[config.mk]
export PLATFORM = sky130hd
export DESIGN_NAME = line_dpll
export DESIGN_NICKNAME = d
export VERILOG_FILES = /design/src/rtl/dpll_pkg.sv /design/src/rtl/dpll_datapath.sv /design/src/rtl/dpll_control.sv /design/src/rtl/line_dpll.sv
export SDC_FILE = /design/constraint.sdc
export NUM_CORES = 1
export LEC_CHECK = 0
export ABC_AREA = 1
export ABC_CLOCK_PERIOD_IN_PS = 2750
export BUFFER_PORTS_ARGS = -buffer_cell sky130_fd_sc_hd__buf_2
export CORE_MARGIN = 2
export CORE_UTILIZATION = 35
export CTS_BUF_LIST = sky130_fd_sc_hd__clkbuf_4 sky130_fd_sc_hd__clkbuf_8 sky130_fd_sc_hd__clkbuf_16
export DETAILED_ROUTE_END_ITERATION = 16
export HOLD_SLACK_MARGIN = 0.02
export PLACE_DENSITY = 0.49
export SLEW_MARGIN = 15
export SYNTH_ARGS = -nofsm -noshare
export SYNTH_HDL_FRONTEND = slang
export SYNTH_HIERARCHICAL = 1
export SYNTH_SLANG_ARGS = --single-unit
[constraint.sdc]
create_clock -name clk -period 2.75 [get_ports clk]
set_clock_uncertainty 0.1 [all_clocks]
set_input_delay 0.4125 -clock clk [delete_from_list [all_inputs] [get_ports clk]]
set_output_delay 0.4125 -clock clk [all_outputs]
set_load 0.01 [all_outputs]
[src/rtl/dpll_pkg.sv]
package dpll_pkg;
  // Strobes passed from control to datapath
  typedef struct packed {
    logic adjValid;   // apply a correction to the next cycle
    logic adjLonger;  // 1: stretch, 0: shrink
    logic adjFull;    // 1: whole crystal period, 0: half
    logic realign;    // force the frame counter to its lock phase
  } dpllCtl_t;
endpackage

[src/rtl/dpll_datapath.sv]
module dpll_datapath
  import dpll_pkg::*;
#(
  parameter int NOM_TICKS   = 10,
  parameter int STEP_FINE   = 1,
  parameter int STEP_COARSE = 2,
  parameter int FRAME_CYC   = 192,
  parameter int CW          = $clog2(NOM_TICKS + STEP_COARSE + 1),
  parameter int FW          = $clog2(FRAME_CYC)
) (
  input  logic          clk,
  input  logic          rstN,
  input  logic          tickEn,
  input  dpllCtl_t      ctl,
  input  logic          lockedIn,
  output logic [CW-1:0] phaseCnt,
  output logic [CW-1:0] curLen,
  output logic          cycEnd,
  output logic          recClk,
  output logic          halfClk,
  output logic          frameSync
);
  localparam logic [CW-1:0] NOM_L  = CW'(NOM_TICKS);
  localparam logic [CW-1:0] HIGH_L = CW'(NOM_TICKS / 2);
  localparam logic [CW-1:0] FINE_L = CW'(STEP_FINE);
  localparam logic [CW-1:0] CRS_L  = CW'(STEP_COARSE);
  localparam logic [FW-1:0] FMAX   = FW'(FRAME_CYC - 1);

  logic [CW-1:0] cnt;
  logic [CW-1:0] len;
  logic [CW-1:0] nextLen;
  logic [CW-1:0] step;
  logic [FW-1:0] frameCnt;
  logic          frameWrap;

  assign phaseCnt  = cnt;
  assign curLen    = len;
  assign cycEnd    = tickEn && (cnt == len - 1'b1);
  assign recClk    = (cnt < HIGH_L);
  assign frameWrap = (frameCnt == FMAX);

  // length of the cycle about to start
  always_comb begin
    step = ctl.adjFull ? CRS_L : FINE_L;
    if (!ctl.adjValid)     nextLen = NOM_L;
    else if (ctl.adjLonger) nextLen = NOM_L + step;
    else                    nextLen = NOM_L - step;
  end

  // tick counter, cycle length and divide-by-two
  always_ff @(posedge clk or negedge rstN) begin
    if (!rstN) begin
      cnt     <= '0;
      len     <= NOM_L;
      halfClk <= 1'b0;
    end else if (tickEn) begin
      if (cycEnd) begin
        cnt     <= '0;
        len     <= nextLen;
        halfClk <= ~halfClk;
      end else begin
        cnt <= cnt + 1'b1;
      end
    end
  end

  // frame counter and sync strobe
  always_ff @(posedge clk or negedge rstN) begin
    if (!rstN) begin
      frameCnt  <= '0;
      frameSync <= 1'b0;
    end else begin
      frameSync <= 1'b0;
      if (ctl.realign) begin
        frameCnt <= FMAX;
      end else if (cycEnd) begin
        frameCnt  <= frameWrap ? '0 : frameCnt + 1'b1;
        frameSync <= lockedIn && frameWrap;
      end
    end
  end
endmodule

[src/rtl/dpll_control.sv]
module dpll_control
  import dpll_pkg::*;
#(
  parameter int NOM_TICKS  = 10,
  parameter int FINE_LIMIT = 2,
  parameter int LOCK_PAIRS = 3,
  parameter int CW         = $clog2(NOM_TICKS + 3),
  parameter int GW         = $clog2(LOCK_PAIRS + 1)
) (
  input  logic          clk,
  input  logic          rstN,
  input  logic          tickEn,
  input  logic          lineEdge,
  input  logic          pairGood,
  input  logic          pairBad,
  input  logic [CW-1:0] phaseCnt,
  input  logic [CW-1:0] curLen,
  input  logic          cycEnd,
  output dpllCtl_t      ctl,
  output logic          frameLock
);
  localparam logic [CW-1:0] HALF_L  = CW'(NOM_TICKS / 2);
  localparam logic [CW-1:0] LIMIT_L = CW'(FINE_LIMIT);
  localparam logic [GW-1:0] LAST_G  = GW'(LOCK_PAIRS - 1);

  logic          edgeSeen;
  logic          earlyHalf;
  logic [CW-1:0] errMag;
  dpllCtl_t      newCorr;
  dpllCtl_t      pending;
  logic [GW-1:0] goodCnt;
  logic          lockNow;

  // phase error of the framing event against the cycle start
  assign edgeSeen  = lineEdge && tickEn;
  assign earlyHalf = (phaseCnt < HALF_L);
  assign errMag    = earlyHalf ? phaseCnt : (curLen - phaseCnt);

  always_comb begin
    newCorr           = '0;
    newCorr.adjValid  = (phaseCnt != '0);
    newCorr.adjLonger = earlyHalf;
    newCorr.adjFull   = (errMag > LIMIT_L);
  end

  // one correction held until the next cycle boundary
  always_ff @(posedge clk or negedge rstN) begin
    if (!rstN) begin
      pending <= '0;
    end else if (edgeSeen && !cycEnd) begin
      pending <= newCorr;
    end else if (cycEnd) begin
      pending <= '0;
    end
  end

  // lock tracking on code-violation pairs
  assign lockNow = pairGood && !pairBad && !frameLock && (goodCnt == LAST_G);

  always_ff @(posedge clk or negedge rstN) begin
    if (!rstN) begin
      goodCnt   <= '0;
      frameLock <= 1'b0;
    end else if (pairBad) begin
      goodCnt   <= '0;
      frameLock <= 1'b0;
    end else if (pairGood && !frameLock) begin
      if (lockNow) begin
        frameLock <= 1'b1;
        goodCnt   <= '0;
      end else begin
        goodCnt <= goodCnt + 1'b1;
      end
    end
  end

  always_comb begin
    ctl         = edgeSeen ? newCorr : pending;
    ctl.realign = lockNow;
  end
endmodule

[src/rtl/line_dpll.sv]
module line_dpll
  import dpll_pkg::*;
#(
  parameter int NOM_TICKS   = 10,
  parameter int FINE_LIMIT  = 2,
  parameter int STEP_FINE   = 1,
  parameter int STEP_COARSE = 2,
  parameter int FRAME_CYC   = 192,
  parameter int LOCK_PAIRS  = 3
) (
  input  logic clk,
  input  logic rstN,
  input  logic tickEn,
  input  logic lineEdge,
  input  logic pairGood,
  input  logic pairBad,
  output logic recClk,
  output logic halfClk,
  output logic frameSync,
  output logic frameLock
);
  localparam int CW = $clog2(NOM_TICKS + STEP_COARSE + 1);

  dpllCtl_t      ctl;
  logic [CW-1:0] phaseCnt;
  logic [CW-1:0] curLen;
  logic          cycEnd;

  dpll_control #(
    .NOM_TICKS (NOM_TICKS),
    .FINE_LIMIT(FINE_LIMIT),
    .LOCK_PAIRS(LOCK_PAIRS),
    .CW        (CW)
  ) u_ctrl (
    .clk      (clk),
    .rstN     (rstN),
    .tickEn   (tickEn),
    .lineEdge (lineEdge),
    .pairGood (pairGood),
    .pairBad  (pairBad),
    .phaseCnt (phaseCnt),
    .curLen   (curLen),
    .cycEnd   (cycEnd),
    .ctl      (ctl),
    .frameLock(frameLock)
  );

  dpll_datapath #(
    .NOM_TICKS  (NOM_TICKS),
    .STEP_FINE  (STEP_FINE),
    .STEP_COARSE(STEP_COARSE),
    .FRAME_CYC  (FRAME_CYC),
    .CW         (CW)
  ) u_dp (
    .clk      (clk),
    .rstN     (rstN),
    .tickEn   (tickEn),
    .ctl      (ctl),
    .lockedIn (frameLock),
    .phaseCnt (phaseCnt),
    .curLen   (curLen),
    .cycEnd   (cycEnd),
    .recClk   (recClk),
    .halfClk  (halfClk),
    .frameSync(frameSync)
  );
endmodule

==> results of run 1 <==
path summary, 6_finish.rpt:
check | from | endpoint | slack [ps] | depth (start not counted)
setup / recovery | u_dp/phaseCnt[0] | u_dp/curLen[1] | 540 | 12
hold / removal | rstN | u_ctrl/goodCnt[1] | 10 | 1
setup reg to reg | u_dp/phaseCnt[0] | u_dp/curLen[1] | 540 | 12
hold reg to reg | u_ctrl/goodCnt[1] | u_ctrl/goodCnt[0] | 370 | 1
max in group asynchronous | rstN | u_dp/curLen[1] | 2170 | 1
min in group clk | pairBad | u_ctrl/goodCnt[1] | 220 | 2
cells in the mapped netlist (2+ instances only):
master / instances
inv_2: 4
nand4_1: 2
dfrtp_1: 22
nand2_1: 77
or2_2: 2
buf_4: 2
ha_1: 7
inv_1: 30
o21ai_0: 5
o21ai_2: 2
xor2_1: 2
xnor2_1: 2
a21oi_1: 3
nand3_1: 31
nand2_2: 2
and2_1: 2
nor2_1: 22
power groups by stage:
stage          combinational [uW]  sequential [uW]  clock (uW)
2_1_floorplan                 730              589           0
3_3_place_gp                  894              635           0
3_5_place_dp                  887              633           0
4_1_cts                       896              627         234
5_1_grt                      1050              648         247
6_report                      884              626         226
through the flow:
stage          std cells  utilization  power (uW)  area [sq um]  setup slack, ps
2_1_floorplan        235            -        1320          1630              727
3_3_place_gp         292        0.387        1530          1710              601
3_5_place_dp         292        0.387        1520          1710              552
4_1_cts              296        0.399        1760          1760              542
5_1_grt              296        0.399        1950          1760              299
6_report             296        0.399        1740          1760              542
metal layers:
layer / share of wire / vias to the layer above / wire, microns
met5: 0 / - / 0
met2: 0.42 / 12 / 1370
met3: 0.017 / 5 / 57
li1: - / 749 / -
met1: 0.55 / 601 / 1820
met4: 0.015 / 0 / 48
critical path: cells and delay by family (launching register included):
family                   cells  cell delay (ps)
buffers and inverters        2              150
flip-flops                   1              510
AND/OR/NAND/NOR              5              360
adder cells (fa/ha/maj)      2              670
AO/OA/AOI/OAI                3              350
area by class of cell:
type	instances	area, sq um	area share
inverter	34	128	0.0725
tap	52	65.1	0.0370
sequential	23	577	0.328
clock buffer	4	48.8	0.0277
multi-input combinational	173	888	0.505
timing repair buffer	10	52.6	0.0299
logic make-up after synthesis:
logic type,Yosys count,synth area share
other,1,0.00230
AND/OR/NAND/NOR,144,0.393
adder cells (fa/ha/maj),8,0.0661
XOR/XNOR,4,0.0215
flip-flops,23,0.354
AO/OA/AOI/OAI,16,0.0630
buffers and inverters,39,0.0999
state kept, by name (all words and copies together) (netlist names):
name              count
u_dp/frameCnt         8
u_dp/phaseCnt         4
u_ctrl/pending        3
u_dp/curLen           3
u_ctrl/goodCnt        2
u_ctrl/frameLock      1
u_dp/frameSync        1
u_dp/halfClk          1
==> flow_summary.json, run 1 <==
{
  "timing.fmax_mhz": 453,
  "syn_inst": 235,
  "root_buffer": "clkbuf_8",
  "grt.met1_usage": 0.207,
  "overflow": 0,
  "ys_warn_count": 6,
  "pwr-share-clk": 0.130,
  "layout.cells.most_common": "nand2_1",
  "grt_max_degree": 24,
  "via_count": 1367,
  "synth_ff_type": "dfrtp_1",
  "hold_viol": 0,
  "cp_max_fo": 9,
  "fin_nets": 259,
  "synth_nets": 249,
  "crit_chain": "ha_1, inv_1, fa_1, nand2_1, nand3_1, a21oi_1, nand2_1, nand2_1, nand2_1, inv_1, a21boi_0, o21ai_0",
  "synth_area_leaders": "dfrtp_1 (34%), nand2_1 (18%), nand3_1 (9.5%), inv_1 (6.9%), ha_1 (5.4%)",
  "numPortBuffers": 9,
  "cts.sinks": 23,
  "min_period_over_period": 0.803,
  "ctsHoldBuffers": 0,
  "drive_gt1_frac": 0.127,
  "crit_type": "flip-flop to flip-flop",
  "die_w_microns": 72.2,
  "internal-power_uw": 934,
  "die_y_microns": 72.2,
  "met2_usage": 0.219,
  "p_leak_uw": 0.000958,
  "core_sq_mm": 0.00441,
  "vdd_ir_drop_max_mv": 0.351,
  "top_usage_layer": "met2",
  "clkTransAtPathRegs_ps": 90,
  "placementRows": 24,
  "finalSetupViolCount": 0,
  "synth_edf_count": 0,
  "cts_resized": 0,
  "fp.dieArea_sq_mm": 0.00521,
  "clockBufferDepth": 2,
  "swShare": 0.462,
  "arrival_ps": 2300,
  "yosysTopAreaCellShare": 0.338,
  "firstDrtPassIters": 4,
  "final_antenna_net_count": 0,
  "htree_levels": 1,
  "first_iter_violations": 62,
  "slew_viol_final": 0,
  "fill_cells": 478,
  "post_cts_buffers": 0,
  "startpoint_type": "flip-flop",
  "async_reset_ff_frac": 1.00,
  "maxCapViolations": 0,
  "layout_min_cycle_time_ps": 2210,
  "gp_congestion": 0.790,
  "cts_tree": "built",
  "crit_path_top_delay_cell": "dfrtp_1",
  "outcome": "finished, final reports clean",
  "power.switching_uw": 802,
  "powerDensity_mw_per_mm2": 987,
  "p_comb_frac": 0.509,
  "whs_ps": 12.2,
  "avgRoutedWirePerCell_microns": 11.1,
  "crit_path_end_kind": "flip-flop",
  "setup_tns_ps": 0,
  "grt_pass1_wl_microns": 5900,
  "vias_per_cell": 4.62,
  "layout_common_cells": "nand2_1 (77), nand3_1 (31), inv_1 (30)",
  "dpl.hpwl_microns": 2470,
  "ys_seq_area_frac": 0.354,
  "track_usage": 0.143,
  "use_met3": 0.0208,
  "avgSynthCellArea_sq_um": 6.93,
  "routed_wirelength_microns": 3300,
  "cp_data_required_time_ps": 2840,
  "cts_buffers": 3,
  "synth.distinct_cells": 35,
  "hold_path.class": "primary input to async pin",
  "p_seq_frac": 0.360,
  "num_io_pins": 10,
  "first_global_vias": 1277,
  "ys_ff_latch": 23,
  "rsz0062_at_grt": "false",
  "initial_core_util": 0.369,
  "diodes": 0,
  "crit_path_frequent_cell": "nand2_1",
  "drc": 0,
  "syn-cell-area_sq_mm": 0.00163,
  "clk_latency_ps": 270,
  "antenna_found_initial": 0,
  "worst_pin_slew_ps": 523,
  "slew_headroom": 0.651,
  "synth_area_leader_cell": "dfrtp_1",
  "area_delta_synth_final_pct": 8.07,
  "slowest_delay_ps": 510
}
(Power assumes the default switching activity.)
==> inputs of run 2 (changes only) <==
--- a/config.mk
+++ b/config.mk
@@ -6,14 +6,14 @@
 export NUM_CORES = 1
 export LEC_CHECK = 0
 export ABC_AREA = 1
-export ABC_CLOCK_PERIOD_IN_PS = 2750
+export ABC_CLOCK_PERIOD_IN_PS = 2000
 export BUFFER_PORTS_ARGS = -buffer_cell sky130_fd_sc_hd__buf_2
 export CORE_MARGIN = 2
 export CORE_UTILIZATION = 35
 export CTS_BUF_LIST = sky130_fd_sc_hd__clkbuf_4 sky130_fd_sc_hd__clkbuf_8 sky130_fd_sc_hd__clkbuf_16
 export DETAILED_ROUTE_END_ITERATION = 16
 export HOLD_SLACK_MARGIN = 0.02
-export PLACE_DENSITY = 0.49
+export PLACE_DENSITY = 0.51
 export SLEW_MARGIN = 15
 export SYNTH_ARGS = -nofsm -noshare
 export SYNTH_HDL_FRONTEND = slang
==> constraint.sdc (replaced) <==
create_clock -name clk -period 2 [get_ports clk]
set_clock_uncertainty 0.1 [all_clocks]
set_input_delay 0.3 -clock clk [delete_from_list [all_inputs] [get_ports clk]]
set_output_delay 0.3 -clock clk [all_outputs]
set_load 0.01 [all_outputs]
==> run 2 against run 1 <==
- non-clock buffer count increased by 12
- clock power increased by 40%
- flip-flop and latch count unchanged
- fmax increased by 12%
- sequential share of layout area decreased by 2.4 points
- register-to-register slack got worse by 520 ps
- first-iteration DRC count decreased by 13%
- via count increased by 3.6%
- final area increased by 8.0%
- total power increased by 51%
- sequential power increased by 27%
- setup slack got worse by 520 ps
- critical endpoint unchanged
==> flow_summary.json, run 2 (same netlist as run 1, synthesis figures left out) <==
{
  "rsz0062_at_grt": "true",
  "core_sq_mm": 0.00441,
  "firstDrtPassIters": 4,
  "die_w_microns": 72.2,
  "worst_slack_ps": 23.5,
  "post-place-ws_ps": -34.8,
  "whs_ps": 102,
  "pwr-share-clk": 0.120,
  "worst_pin_slew_ps": 528,
  "reg2reg_setup_slack_ps": 20,
  "timing.fmax_mhz": 506,
  "slowest_delay_ps": 430,
  "arrival_ps": 2080,
  "placementRows": 24,
  "layout.cells.most_common": "nand2_1",
  "fill_cells": 451,
  "fp.dieArea_sq_mm": 0.00521,
  "layout_common_cells": "nand2_1 (75), nand3_1 (30), inv_1 (27)",
  "root_buffer": "clkbuf_8",
  "powerDensity_mw_per_mm2": 1380,
  "slew_headroom": 0.648,
  "maxCapViolations": 0,
  "track_usage": 0.148,
  "crit_path_end_kind": "flip-flop",
  "cts_buffers": 3,
  "final_antenna_net_count": 0,
  "crit_path_top_delay_cell": "fa_2",
  "startpoint_type": "flip-flop",
  "avgRoutedWirePerCell_microns": 11.0,
  "largest_register_ffs": 8,
  "grt_pass1_wl_microns": 6000,
  "min_period_over_period": 0.988,
  "crit_family": "adder cells",
  "layout_min_cycle_time_ps": 1980,
  "numPlacedInstances": 302,
  "clockBufferDepth": 2,
  "regArea_sq_um": 578,
  "clk_latency_ps": 270,
  "gp_congestion": 0.775,
  "internal-power_uw": 1440,
  "htree_levels": 1,
  "wl_met1_microns": 1920,
  "swShare": 0.451,
  "drive_gt1_frac": 0.203,
  "cp_max_fo": 2,
  "multi_input_area_sq_um": 922,
  "diodes": 0,
  "first_iter_violations": 54,
  "numPortBuffers": 9,
  "dr.max_layer_used": "met4",
  "grt_max_degree": 24,
  "initial_core_util": 0.369,
  "crit_path_frequent_cell": "nand2_1",
  "crit_type": "flip-flop to flip-flop",
  "crit_chain": "ha_4, inv_2, fa_2, nand2_2, nand3_2, a21oi_2, nand2_1, nand2_1, nand2_1, inv_1, a21boi_1, o21ai_1",
  "outcome": "finished, final reports clean",
  "antenna_found_initial": 0,
  "top_register": "u_dp/frameCnt",
  "slew_viol_final": 0,
  "p_seq_frac": 0.304,
  "overflow": 0,
  "vdd_ir_drop_max_mv": 0.518,
  "clkTransAtPathRegs_ps": 90,
  "hold_viol": 0,
  "cts.sinks": 23,
  "area_delta_synth_final_pct": 16.7,
  "hold_path.class": "primary input to flip-flop",
  "met2WireLength_microns": 1310,
  "cp_data_required_time_ps": 2100,
  "vias_per_cell": 4.60,
  "finalSetupViolCount": 0,
  "power.switching_uw": 1180,
  "crit_buf_inv": 2,
  "routed_wirelength_microns": 3380,
  "first_global_vias": 1286,
  "p_comb_frac": 0.575,
  "p_leak_uw": 0.00102,
  "num_io_pins": 10,
  "fin_nets": 271,
  "finalPower_uw": 2620,
  "stdcell_count": 308,
  "dpl.hpwl_microns": 2530,
  "drc": 0,
  "die_y_microns": 72.2,
  "cts_tree": "built",
  "dr_wl_met3_microns": 97,
  "via_count": 1416
}
-- run 2: changes by cell type in the layout (fill, tap and decap cells not counted), moves of 2 or more --
cell | before | now
inv_2 | 4 | 7
buf_4 | 1 | 11
o21ai_1 | 0 | 3
nand2_1 | 77 | 75
inv_1 | 30 | 27
o21ai_0 | 5 | 2
-- run 2: timing repair --
action                     4_1_cts  5_1_grt
setup endpoints to repair        2       13
pin swaps                        1        9
resized for setup                2       13
hold buffers                     1        0
hold endpoints to repair        22        0
setup buffers                    0        2
-- run 2: stage by stage --
stage	util	instance area [sq um]	setup TNS, ps
after floorplan	-	1630	0
after global placement	0.408	1800	-0.817
after detailed placement	0.408	1800	-34.8
after CTS	0.421	1860	-6.81
after global routing	0.430	1900	-183
final	0.430	1900	0
-- run 2: routing by layer --
metal	global-route usage	vias to the layer above
met4	0.0566	0
met5	0	-
met3	0.0264	5
li1	-	774
met2	0.203	24
met1	0.228	613
-- run 2: power by group through the flow --
stage | Combinational, uW | Clock (uW) | Sequential (uW)
floorplan | 1000 | 0 | 811
global placement | 1420 | 0 | 800
detailed placement | 1410 | 0 | 801
CTS | 1430 | 329 | 792
global route | 1750 | 344 | 825
finish | 1510 | 316 | 797
-- run 2: cell type report --
class	count	share of cell area
Sequential cell	23	0.304
Multi-Input combinational cell	173	0.486
Inverter	34	0.0672
Tap cell	52	0.0343
Timing Repair Buffer	22	0.0830
Clock buffer	4	0.0257
-- run 2: final timing paths --
kind | start | endpoint | cells after the start
min in group asynchronous | rstN | u_dp/frameCnt[4] | 2
worst min register to register | u_ctrl/goodCnt[1] | u_ctrl/goodCnt[0] | 1
worst max-delay path | u_dp/phaseCnt[0] | u_dp/curLen[1] | 12
worst min-delay path | pairBad | u_ctrl/goodCnt[1] | 2
worst max register to register | u_dp/phaseCnt[0] | u_dp/curLen[1] | 12
max in group asynchronous | rstN | u_dp/phaseCnt[0] | 2
==> inputs of run 3 (changes only) <==
--- a/config.mk
+++ b/config.mk
@@ -5,7 +5,6 @@
 export SDC_FILE = /design/constraint.sdc
 export NUM_CORES = 1
 export LEC_CHECK = 0
-export ABC_AREA = 1
 export ABC_CLOCK_PERIOD_IN_PS = 2000
 export BUFFER_PORTS_ARGS = -buffer_cell sky130_fd_sc_hd__buf_2
 export CORE_MARGIN = 2
==> run 3 against run 2 <==
- the run now ends with negative setup slack left
- setup slack worse by 530 ps
- critical path depth down 3
- clock-buffer cell count down 1
- flip-flop and latch count unchanged
- final area up 0.92%
- global-route usage up 1.0 points
- total power up 3.9%
- worst hold slack better by 28 ps
- via count down 12%
- synthesized cell count down 34%
==> flow_summary.json, run 3 <==
{
  "outcome": "finished with violations",
  "violations": "negative setup slack",
  "firstDrtPassIters": 5,
  "antenna_found_initial": 0,
  "synth_area_leaders": "dfrtp_1 (37%), ha_1 (5.9%), xor2_1 (4.1%), mux2i_1 (4.1%), nor2_1 (3.3%)",
  "place_area_sq_mm": 0.00175,
  "slew_headroom": 0.648,
  "num_io_pins": 10,
  "first_iter_violations": 19,
  "root_buffer": "clkbuf_8",
  "cts.sinks": 23,
  "die_w_microns": 69.0,
  "crit_start": "u_dp/phaseCnt[0]",
  "top_usage_layer": "met2",
  "stdcell_count": 238,
  "power.switching_uw": 1100,
  "ys_ff_latch": 23,
  "grt_max_degree": 24,
  "clk_latency_ps": 270,
  "reg2regPathDepth": 9,
  "clkTransAtPathRegs_ps": 90,
  "clockBufferDepth": 2,
  "avgRoutedWirePerCell_microns": 13.2,
  "vdd_ir_drop_max_mv": 0.645,
  "whs_ps": 130,
  "met2_usage": 0.243,
  "internal-power_uw": 1620,
  "endpoint": "u_dp/curLen[2]",
  "first_global_vias": 1243,
  "async_reset_ff_frac": 1.00,
  "rr_endpoint": "u_dp/curLen[2]",
  "grt.met1_usage": 0.232,
  "cp_data_required_time_ps": 2060,
  "placementRows": 23,
  "htree_levels": 1,
  "synth_nets": 168,
  "cts_tree": "built",
  "yosysTopAreaCellShare": 0.373,
  "r2r_start": "u_dp/phaseCnt[0]",
  "synth_area_leader_cell": "dfrtp_1",
  "final_antenna_net_count": 0,
  "numPortBuffers": 9,
  "crit_path_top_delay_cell": "dfrtp_2",
  "vias_per_cell": 5.23,
  "powerDensity_mw_per_mm2": 1420,
  "initial_core_util": 0.367,
  "timing.fmax_mhz": 399,
  "hold_viol": 0,
  "worst_pin_slew_ps": 529,
  "hold_path.class": "primary input to flip-flop",
  "finish.instance_area_sq_mm": 0.00192,
  "via_count": 1245,
  "reg2reg_setup_slack_ps": -510,
  "finalPower_uw": 2720,
  "area_delta_synth_final_pct": 29.7,
  "ys_seq_area_frac": 0.390,
  "regArea_sq_um": 578,
  "drive_gt1_frac": 0.367,
  "ys_warn_count": 6,
  "yosysMostFrequentCell": "dfrtp_1",
  "core_sq_mm": 0.00403,
  "largest_register_ffs": 8,
  "slowest_delay_ps": 430,
  "crit_path_end_kind": "flip-flop",
  "layout_common_cells": "buf_4 (21), dfrtp_1 (21), nor2_1 (11)",
  "grt_pass1_wl_microns": 5630,
  "numPlacedInstances": 228,
  "fill_cells": 407,
  "p_leak_uw": 0.000889,
  "fin_nets": 203,
  "syn-cell-area_sq_mm": 0.00148,
  "swShare": 0.405,
  "startpoint_type": "flip-flop",
  "multi_input_area_sq_um": 896,
  "slew_viol_final": 0,
  "syn_inst": 154,
  "synth_edf_count": 0,
  "crit_type": "flip-flop to flip-flop",
  "yosys-top-cells-count": "dfrtp_1 (22), nor2_1 (13), inv_1 (12)",
  "worst_slack_ps": -507,
  "fp.dieArea_sq_mm": 0.00476,
  "overflow": 0,
  "avgSynthCellArea_sq_um": 9.60,
  "diodes": 0,
  "p_seq_frac": 0.292,
  "layout_min_cycle_time_ps": 2510,
  "drc": 0,
  "cts_buffers": 3,
  "use_met3": 0.0195,
  "min_period_over_period": 1.25,
  "top_register": "u_dp/frameCnt",
  "track_usage": 0.158,
  "synth.distinct_cells": 50,
  "rsz0062_at_grt": "true",
  "arrival_ps": 2570,
  "crit_chain": "ha_4, inv_2, fa_2, a211o_1, or3_1, mux2i_1, nor2_1, and3_1, mux2_2",
  "pwr-share-clk": 0.110,
  "p_comb_frac": 0.598,
  "dpl.hpwl_microns": 2310,
  "routed_wirelength_microns": 3140,
  "die_y_microns": 69.0,
  "gp_congestion": 0.853,
  "maxCapViolations": 0,
  "synth_ff_type": "dfrtp_1",
  "cp_max_fo": 3,
  "finalSetupViolCount": 20
}
## run 3: area by class of cell
cell class / instances / area share
multi-input combinational: 112 / 0.467
sequential: 23 / 0.302
timing repair buffer: 36 / 0.147
tap: 50 / 0.0326
inverter: 13 / 0.0274
clock buffer: 3 / 0.0215
clock inverter: 1 / 0.00261
## run 3: worst min path at each step
stage	start	to	slack, ps	depth (start not counted)
after CTS	pairBad	u_ctrl/goodCnt[1]	130	2
after global placement	rstN	u_dp/phaseCnt[2]	210	1
final	pairBad	u_ctrl/goodCnt[1]	130	2
after floorplan	rstN	u_ctrl/frameLock	-100	0
after global routing	pairBad	u_ctrl/goodCnt[0]	140	2
after detailed placement	rstN	u_dp/halfClk	210	1
## run 3: cell families (layout without fill, tap and decap cells)
family,after synthesis,after routing,synth area share
buffers and inverters,19,53,0.0660
DFF,23,23,0.390
xor gates and xnor gates,8,8,0.0474
and+or+nand+nor,57,57,0.209
other,1,1,0.00254
AOI/OAI and AO/OA,30,30,0.156
muxes,8,8,0.0559
adders and majority gates,8,8,0.0728
## run 3: critical path, delay by kind of cell (launching register included)
kind                       cells  cell delay (ps)
adders and majority gates      2              580
and+or+nand+nor                3              550
DFF                            1              430
muxes                          2              420
AOI/OAI and AO/OA              1              270
buffers and inverters          1               50
## run 3: metal layers
layer,wire length (microns),up-vias,part of all wire
li1,-,608,-
met1,1560,611,0.50
met2,1470,22,0.47
met3,72,4,0.023
met4,36,0,0.011
met5,0,-,0
## run 3: power groups by stage
stage | combinational [uW] | clock, uW | sequential (uW)
global route | 1810 | 332 | 822
finish | 1630 | 300 | 793
global placement | 1400 | 0 | 775
floorplan | 929 | 0 | 826
CTS | 1590 | 311 | 786
detailed placement | 1430 | 0 | 788
## run 3: metrics by stage
| stage | setup slack (ps) | util | setup TNS (ps) |
|---|---|---|---|
| 6_report | -507 | 0.476 | -2970 |
| 5_1_grt | -649 | 0.476 | -4840 |
| 4_1_cts | -525 | 0.467 | -2610 |
| 3_5_place_dp | -546 | 0.434 | -2940 |
| 3_3_place_gp | -507 | 0.434 | -2660 |
| 2_1_floorplan | -494 | - | -1180 |
## run 3: repair_timing
| item | CTS | global route |
|---|---|---|
| buffers inserted | 3 | 2 |
| endpoints found under the hold margin | 22 | 0 |
| hold buffers | 1 | 0 |
| gates resized for setup | 15 | 5 |
| pin swaps | 16 | 4 |
| endpoints found under the setup margin | 20 | 20 |
